File: src/rtl/mbreq_pkg.sv
package mbreq_pkg;
    localparam int SIZE_W = 2;
    localparam int TYPE_W = 2;
    localparam int MOD_W  = 3;

    typedef enum logic [1:0] {
        ST_IDLE  = 2'd0,
        ST_START = 2'd1,
        ST_WAIT  = 2'd2
    } mbreq_state_e;
endpackage

File: src/rtl/mbreq_ctrl.sv
module mbreq_ctrl
    import mbreq_pkg::*;
#(
    parameter int AW = 32,
    parameter int DW = 32
) (
    input  logic              clk,
    input  logic              rst_n,
    input  logic              req_valid,
    input  logic              req_write,
    input  logic [AW-1:0]     req_addr,
    input  logic [SIZE_W-1:0] req_size,
    input  logic [TYPE_W-1:0] req_type,
    input  logic [MOD_W-1:0]  req_mod,
    input  logic [DW-1:0]     req_wdata,
    output logic              req_busy,
    input  logic              bus_kill_n,
    input  logic              bus_ack_n,
    output logic [AW-1:0]     bus_addr,
    output logic              bus_rnw,
    output logic [SIZE_W-1:0] bus_size,
    output logic [TYPE_W-1:0] bus_type,
    output logic [MOD_W-1:0]  bus_mod,
    output logic [DW-1:0]     bus_wdata,
    output logic              bus_start_n,
    output logic              evt_kill,
    output logic              evt_ack,
    output logic              evt_rd
);

    typedef struct packed {
        mbreq_state_e      state;
        logic [AW-1:0]     addr;
        logic              rnw;
        logic [SIZE_W-1:0] size;
        logic [TYPE_W-1:0] ttype;
        logic [MOD_W-1:0]  tmod;
        logic [DW-1:0]     wdata;
        logic              start_n;
    } ctrl_t;

    ctrl_t r_d, r_q;
    logic  accept;

    always_comb begin
        r_d      = r_q;
        evt_kill = (r_q.state == ST_START) && !bus_kill_n;
        evt_ack  = (r_q.state == ST_WAIT) && !bus_ack_n;
        evt_rd   = evt_ack && r_q.rnw;
        req_busy = (r_q.state == ST_WAIT) || ((r_q.state == ST_START) && bus_kill_n);
        accept   = req_valid && !req_busy;

        r_d.start_n = 1'b1;
        unique case (r_q.state)
            ST_IDLE:  r_d.state = ST_IDLE;
            ST_START: r_d.state = evt_kill ? ST_IDLE : ST_WAIT;
            ST_WAIT:  r_d.state = evt_ack ? ST_IDLE : ST_WAIT;
            default:  r_d.state = ST_IDLE;
        endcase

        if (accept) begin
            r_d.state   = ST_START;
            r_d.start_n = 1'b0;
            r_d.addr    = req_addr;
            r_d.rnw     = !req_write;
            r_d.size    = req_size;
            r_d.ttype   = req_type;
            r_d.tmod    = req_mod;
            r_d.wdata   = req_wdata;
        end
    end

    always_ff @(posedge clk or negedge rst_n) begin
        if (!rst_n) begin
            r_q         <= '0;
            r_q.state   <= ST_IDLE;
            r_q.rnw     <= 1'b1;
            r_q.start_n <= 1'b1;
        end else begin
            r_q <= r_d;
        end
    end

    assign bus_addr    = r_q.addr;
    assign bus_rnw     = r_q.rnw;
    assign bus_size    = r_q.size;
    assign bus_type    = r_q.ttype;
    assign bus_mod     = r_q.tmod;
    assign bus_wdata   = r_q.wdata;
    assign bus_start_n = r_q.start_n;

    assert_accept_starts_R2: assert property (@(posedge clk) disable iff (!rst_n)
        (req_valid && !req_busy) |=> (!bus_start_n && bus_addr == $past(req_addr)));

    assert_start_one_cycle_R3: assert property (@(posedge clk) disable iff (!rst_n)
        (!bus_start_n && bus_kill_n) |=> bus_start_n);

    assert_wait_stable_R6: assert property (@(posedge clk) disable iff (!rst_n)
        ((r_q.state == ST_WAIT) && bus_ack_n) |=>
            ($stable(bus_addr) && $stable(bus_wdata) && $stable(bus_rnw) && r_q.state == ST_WAIT));

    assert_busy_in_wait_R9: assert property (@(posedge clk) disable iff (!rst_n)
        (r_q.state == ST_WAIT) |-> req_busy);

endmodule

File: src/rtl/mbreq_resp.sv
module mbreq_resp #(
    parameter int DW = 32
) (
    input  logic          clk,
    input  logic          rst_n,
    input  logic          evt_kill,
    input  logic          evt_ack,
    input  logic          evt_rd,
    input  logic [DW-1:0] bus_rdata,
    output logic          rsp_done,
    output logic          rsp_internal,
    output logic [DW-1:0] rsp_rdata
);

    typedef struct packed {
        logic          done;
        logic          internal;
        logic [DW-1:0] rdata;
    } resp_t;

    resp_t s_d, s_q;

    always_comb begin
        s_d          = s_q;
        s_d.done     = evt_kill || evt_ack;
        s_d.internal = evt_kill;
        if (evt_rd) begin
            s_d.rdata = bus_rdata;
        end
    end

    always_ff @(posedge clk or negedge rst_n) begin
        if (!rst_n) begin
            s_q <= '0;
        end else begin
            s_q <= s_d;
        end
    end

    assign rsp_done     = s_q.done;
    assign rsp_internal = s_q.internal;
    assign rsp_rdata    = s_q.rdata;

    assert_kill_done_R4: assert property (@(posedge clk) disable iff (!rst_n)
        evt_kill |=> (rsp_done && rsp_internal));

    assert_read_capture_R7: assert property (@(posedge clk) disable iff (!rst_n)
        evt_rd |=> (rsp_done && !rsp_internal && rsp_rdata == $past(bus_rdata)));

endmodule

File: src/rtl/mbus_requester.sv
module mbus_requester
    import mbreq_pkg::*;
#(
    parameter int AW = 32,
    parameter int DW = 32
) (
    input  logic              clk,
    input  logic              rst_n,
    input  logic              req_valid,
    input  logic              req_write,
    input  logic [AW-1:0]     req_addr,
    input  logic [SIZE_W-1:0] req_size,
    input  logic [TYPE_W-1:0] req_type,
    input  logic [MOD_W-1:0]  req_mod,
    input  logic [DW-1:0]     req_wdata,
    output logic              req_busy,
    output logic              rsp_done,
    output logic              rsp_internal,
    output logic [DW-1:0]     rsp_rdata,
    output logic [AW-1:0]     bus_addr,
    output logic              bus_rnw,
    output logic [SIZE_W-1:0] bus_size,
    output logic [TYPE_W-1:0] bus_type,
    output logic [MOD_W-1:0]  bus_mod,
    output logic [DW-1:0]     bus_wdata,
    output logic              bus_start_n,
    input  logic              bus_kill_n,
    input  logic              bus_ack_n,
    input  logic [DW-1:0]     bus_rdata
);

    logic evt_kill, evt_ack, evt_rd;

    mbreq_ctrl #(.AW(AW), .DW(DW)) ctrl_i (
        .clk         (clk),
        .rst_n       (rst_n),
        .req_valid   (req_valid),
        .req_write   (req_write),
        .req_addr    (req_addr),
        .req_size    (req_size),
        .req_type    (req_type),
        .req_mod     (req_mod),
        .req_wdata   (req_wdata),
        .req_busy    (req_busy),
        .bus_kill_n  (bus_kill_n),
        .bus_ack_n   (bus_ack_n),
        .bus_addr    (bus_addr),
        .bus_rnw     (bus_rnw),
        .bus_size    (bus_size),
        .bus_type    (bus_type),
        .bus_mod     (bus_mod),
        .bus_wdata   (bus_wdata),
        .bus_start_n (bus_start_n),
        .evt_kill    (evt_kill),
        .evt_ack     (evt_ack),
        .evt_rd      (evt_rd)
    );

    mbreq_resp #(.DW(DW)) resp_i (
        .clk          (clk),
        .rst_n        (rst_n),
        .evt_kill     (evt_kill),
        .evt_ack      (evt_ack),
        .evt_rd       (evt_rd),
        .bus_rdata    (bus_rdata),
        .rsp_done     (rsp_done),
        .rsp_internal (rsp_internal),
        .rsp_rdata    (rsp_rdata)
    );

endmodule

File: config.mk
export PLATFORM = sky130hd
export DESIGN_NAME = mbus_requester
export DESIGN_NICKNAME = d
export VERILOG_FILES = /design/src/rtl/mbreq_pkg.sv /design/src/rtl/mbreq_ctrl.sv /design/src/rtl/mbreq_resp.sv /design/src/rtl/mbus_requester.sv
export SDC_FILE = /design/constraint.sdc
export NUM_CORES = 1
export LEC_CHECK = 0
export BUFFER_PORTS_ARGS = -buffer_cell sky130_fd_sc_hd__buf_4
export CAP_MARGIN = 20
export CORE_MARGIN = 2
export CORE_UTILIZATION = 42
export DETAILED_ROUTE_END_ITERATION = 10
export PLACE_DENSITY_LB_ADDON = 0.05
export SYNTH_ARGS = -nofsm -noshare
export SYNTH_HDL_FRONTEND = slang
export SYNTH_SLANG_ARGS = --single-unit
export TNS_END_PERCENT = 100
File: constraint.sdc
create_clock -name clk -period 1.7 [get_ports clk]
set_clock_uncertainty 0.15 [all_clocks]
set_input_delay 0.085 -clock clk [delete_from_list [all_inputs] [get_ports clk]]
set_output_delay 0.085 -clock clk [all_outputs]
set_load 0.01 [all_outputs]
Word level (Yosys, flattened, before mapping)
Index checks and enable logic that the tools add are counted.
{"block": "classes", "reduce_logical": 11, "muxes": 4, "n_eq_ne": 2}
{"operator": "$mux 75", "n": 1}
{"operator": "$logic_and 1x1->1", "n": 5}
{"operator": "$logic_not 1->1", "n": 4}
{"operator": "$mux 2", "n": 2}
{"operator": "$pmux 2 s2", "n": 1}
{"operator": "$eq 2x1->1 const B", "n": 1}
{"operator": "$eq 2x2->1 const B", "n": 1}
{"operator": "$logic_or 1x1->1", "n": 2}
{"block": "totals", "reg_bits": 109, "word_cells": 28, "input_bits": 109}

Logic depth before layout (Yosys ltp)
{"block": "depth", "word_depth": 6, "ltp_mapped": 7, "ltp_nobuf": 5}

By module
From an unflattened synthesis, not the netlist that was laid out.
{"block": "hier_totals", "hier_cells": 311, "area_unflattened_um2": 5007.3}
{"module": "mbreq_ctrl", "instances": 1, "cells_each": 240, "area_per_inst_um2": 3606.0}
{"module": "mbreq_resp", "instances": 1, "cells_each": 71, "area_per_inst_um2": 1401.3}

Worst setup path after synthesis
No wires, ideal clock.
{"block": "synth_timing", "path_kind": "flip-flop to flip-flop", "startpoint": "register ctrl_i.r_q[73] (netlist name)", "endpoint": "register resp_i.s_q, in the netlist resp_i.rsp_rdata[0]", "path_buffers": 2, "setup_ns": 0.125, "arrival_ns": 1.566, "stages_incl_launch_ff": 8, "setup_slack_ns": -0.141, "path_cell_list": "dfrtp_1 -> inv_1 -> ha_1 -> inv_1 -> or3_4 -> buf_6 -> buf_12 -> mux2_4"}
{"block": "synth_between", "elab_chain_cells": 3}
{"item": "start, declared", "line_no": "mbreq_ctrl.sv:42", "text": "ctrl_t r_d, r_q;"}
{"item": "start signal, assigned", "line_no": "mbreq_ctrl.sv:80", "text": "r_q <= r_d;"}
{"item": "$eq 2x2->1", "line_no": "mbreq_ctrl.sv:48", "text": "evt_ack = (r_q.state == ST_WAIT) && !bus_ack_n;"}
{"item": "$logic_and 1x1->1", "line_no": "mbreq_ctrl.sv:48"}
{"item": "$logic_and 1x1->1", "line_no": "mbreq_ctrl.sv:49", "text": "evt_rd = evt_ack && r_q.rnw;"}
{"item": "end signal, assigned", "line_no": "mbreq_resp.sv:34", "text": "s_q <= '0;"}
{"item": "end signal, assigned", "line_no": "mbreq_resp.sv:36", "text": "s_q <= s_d;"}
{"item": "end, declared", "line_no": "mbreq_resp.sv:21", "text": "resp_t s_d, s_q;"}
No other way between the ends.
A chain may end at the register's enable or synchronous reset.

Worst setup path in the final report
{"block": "layout_timing", "startpoint": "register ctrl_i.r_q[73] (netlist name)", "endpoint": "register resp_i.s_q, in the netlist resp_i.rsp_rdata[3]"}
Same word-level chain as after synthesis.

==> impl_results.md <==
- Outcome: finished, violations left
- Failing checks: negative setup slack
- Pwr dens: between 1000 and 1500 mW/mm^2
- Largest net degree at the start of global routing: 49
- CTS max path bufs: 2
- CTS H-tree lvls: 3
- Detail Placement HPWL: about 7300 um
- Crit path capture: resp_i.rsp_rdata[3]
- Total track usage: between 10% and 20%
- First-pass GRT wire length: ~17000 um
- I/O pin cnt: around 220
- Post-layout util: between 60% and 70%
- Routed WL per cell: between 15 and 20 um
- CORE AREA: about 0.011 mm^2
- Grt total ovfl: 0
- EDFF count, synth: 0
- Reg2Reg Setup Slack: -140 ps
- CTS sink cnt: approximately 110
- Finished Layout Cells: 728
- Top post-synthesis cells by area: dfrtp_1, mux2_2, buf_4
- Syn Nets: 422
- Setup violators final: ~100
- Mux cell area share after synthesis: a little over a quarter
- Post-synthesis compound-gate area fraction: less than 1%
- Leak: approximately 3.8 nW
- Worst-skew pair later-pin latency: approximately 340 ps
- PnR worst setup slack: -141 ps
- Yosys reg bits: about 110
- Mean Syn Cell Area: between 15 and 20 um^2
- Worst Tran Pin Value: around 430 ps
- Detailed Route Iter0 Violations: slightly above 90
- DRT Wirelength: around 12000 um
- Critical Path End Type: flip-flop
- CP max stage cell: or3_4
- Worst r2r src: ctrl_i.r_q[73]
- # diodes: 0
- Cells after Synth: roughly 310
- Post-route cell area: between 0.007 and 0.008 mm^2
- Width of the chip: around 110 um
- DR vias: 3265
- Max Slew Vio Count: 0
- Total power: approximately 8.6 mW
- Hold Crit Class: in2async
- Yosys warning total: 0
- TritonCTS clock tree: built
- FP Rows: 38
- Gpl congestion: ~0.7
- Post-synth top cells: dfrtp_1, mux2_2, buf_4
- Die height: around 110 um
- Num CTS Buffers: 9
- Final net count: a little under 700
- Startpoint Class: flip-flop
- R2R cell count: 6
- Synth cell types: 18
- Simple logic cell fraction of the synthesized area: less than 1%
- First drt pass iteration count: 4
- VDD IR max: around 0.64 mV
- Critical Path Source: ctrl_i.r_q[73]
- Register area share after synthesis: 57.5%
- Most used DFF post-synth: dfrtp_1
- Vias in the first global route: roughly 3500
- Ratio of cells with drive above 1 in the final layout: about three fifths
- Initial Utilization: 43.4%
- Relative slew slack: between 70 and 80%
- Area grow syn2layout: 60.9%
- Root buf cell: clkbuf_16
- Slowest stage delay, CP: about 460 ps
- Initial antenna violation count: 0
- RSZ-0062 raised after global routing: yes
- Vias per Instance: around 4.5
- Most frequent cell after synthesis: dfrtp_1
- Final ANT Viol Nets: 0
- Tmin final: between 1500 and 2000 ps
- Synth area leader: dfrtp_1
- # DRC: 0
- Synth Area in XOR/XNOR: 0%
- CP Class: reg2reg
- Critical-path cell list: inv_2 -> ha_4 -> inv_2 -> or3_4 -> clkbuf_16 -> mux2_4
- Hold Fails Final Rpt: 0
- Top-area cell type share of the netlist area: between 50% and 60%
- FFs w/ async S/R, synth: 100%
- Data required, critical path: approximately 1800 ps
- Main combinational cell family by area after synthesis: multiplexers
- Die ar.: about 0.012 mm^2
- Max Cap Viol: 0
- Tcrit/Tclk final: 108%
- Mapped cell area: 0.00475 mm^2
- Reg2reg end: resp_i.rsp_rdata[3]
- Port-buffer cells: between 200 and 250
- Placed Area: around 0.0061 mm^2
- Worst-path clk slew: roughly 70 ps
- Fmax: between 0.5 and 0.6 GHz
- Crit path max fanout: 5
- DP Worst Slack: -124 ps
- Worst path most repeated cell: inv_2
- Inst Count DP: 597
- Post-Synth Adder-Cell Area: 0.527%
- Worst Path Arrival: 1920 ps
## worst max-delay path, delay by kind of cell (launching register included)
kind                     cells  cell delay (ps)
adder cells (fa/ha/maj)      1              140
buffers and inverters        3              300
flip-flops                   1              390
multiplexers                 1              290
AND/OR/NAND/NOR              1              460
## cell usage in the layout, fill, tap and decap left out
cell | Yosys | routed
buf_4 | 71 | 224
ha_2 | 0 | 1
a22oi_1 | 1 | 1
buf_12 | 3 | 7
ha_4 | 0 | 1
nor2_1 | 1 | 1
nand2_4 | 0 | 1
clkbuf_16 | 0 | 12
dfstp_2 | 2 | 2
or3_4 | 1 | 1
buf_6 | 1 | 2
mux2_4 | 30 | 30
nor2b_1 | 1 | 1
inv_1 | 6 | 4
clkbuf_1 | 0 | 2
dfrtp_1 | 107 | 107
inv_2 | 0 | 2
mux2i_1 | 1 | 1
mux2_2 | 73 | 73
a21oi_2 | 0 | 1
o21bai_1 | 1 | 1
clkinv_2 | 0 | 2
dlygate4sd3_1 | 0 | 108
bufinv_16 | 0 | 3
## per-stage QoR
stage	TNS, ps	hold WS (ps)
2_1_floorplan	-3440	-361
3_3_place_gp	-6810	-96.7
3_5_place_dp	-9070	-91.3
4_1_cts	-10500	72.0
5_1_grt	-16610	98.2
6_report	-9860	71.8
## how the worst min path moves through the flow
stage | start | to | slack [ps]
after floorplan | rst_n | ctrl_i.bus_addr[0] | -360
after detailed placement | rst_n | resp_i.rsp_rdata[24] | -90
after global placement | rst_n | resp_i.rsp_rdata[19] | -100
after global routing | rst_n | resp_i.rsp_rdata[25] | 100
after CTS | rst_n | resp_i.rsp_rdata[25] | 70
final | rst_n | resp_i.rsp_rdata[19] | 70
## flip-flops by register name, indices dropped and copies added (netlist names)
register	cells
ctrl_i.bus_mod	3
ctrl_i.bus_addr	32
ctrl_i.r_q	2
ctrl_i.bus_start_n	1
ctrl_i.bus_rnw	1
ctrl_i.bus_wdata	32
ctrl_i.bus_size	2
resp_i.rsp_done	1
resp_i.rsp_rdata	32
ctrl_i.bus_type	2
resp_i.rsp_internal	1
## metal layers
layer	part of all wire [%]	global-route usage (%)	routed length, um	vias up
met1	38	19.9	4360	1590
li1	-	-	-	1514
met2	52	32.0	6030	138
met3	6.8	4.23	786	23
met5	0	0	0	-
met4	3.0	9.55	349	0
## cells by family after synthesis
logic type                 after synthesis
buffers and inverters                   89
adders and majority gates                2
muxes                                  104
DFF                                    109
AOI/OAI and AO/OA                        3
and+or+nand+nor                          4
## report_power, final
group          total [mW]  leakage (nW)  internal (mW)  switching (mW)
Clock                2.34         0.163           1.44           0.906
Sequential           3.54          1.30           3.20           0.340
Combinational        2.73          2.30           1.75           0.977
## final cells by class
type                            instances  area [um^2]
Sequential cell                       109         2730
Inverter                                6         22.5
Clock buffer                           11          233
Multi-Input combinational cell        113         1380
Fill cell                             758         3300
Timing Repair Buffer                  344         3000
Tap cell                              140          175
Clock inverter                          5          100
## repair_timing
| item | 4_1_cts | 5_1_grt |
|---|---|---|
| setup endpoints to repair | 105 | 106 |
| setup buffers | 0 | 2 |
| pin swaps | 0 | 3 |
| endpoints found under the hold margin | 215 | 0 |
| cloned | 0 | 5 |
| hold buffers | 108 | 0 |
| gates resized for setup | 0 | 4 |
(Power assumes the default switching activity.)
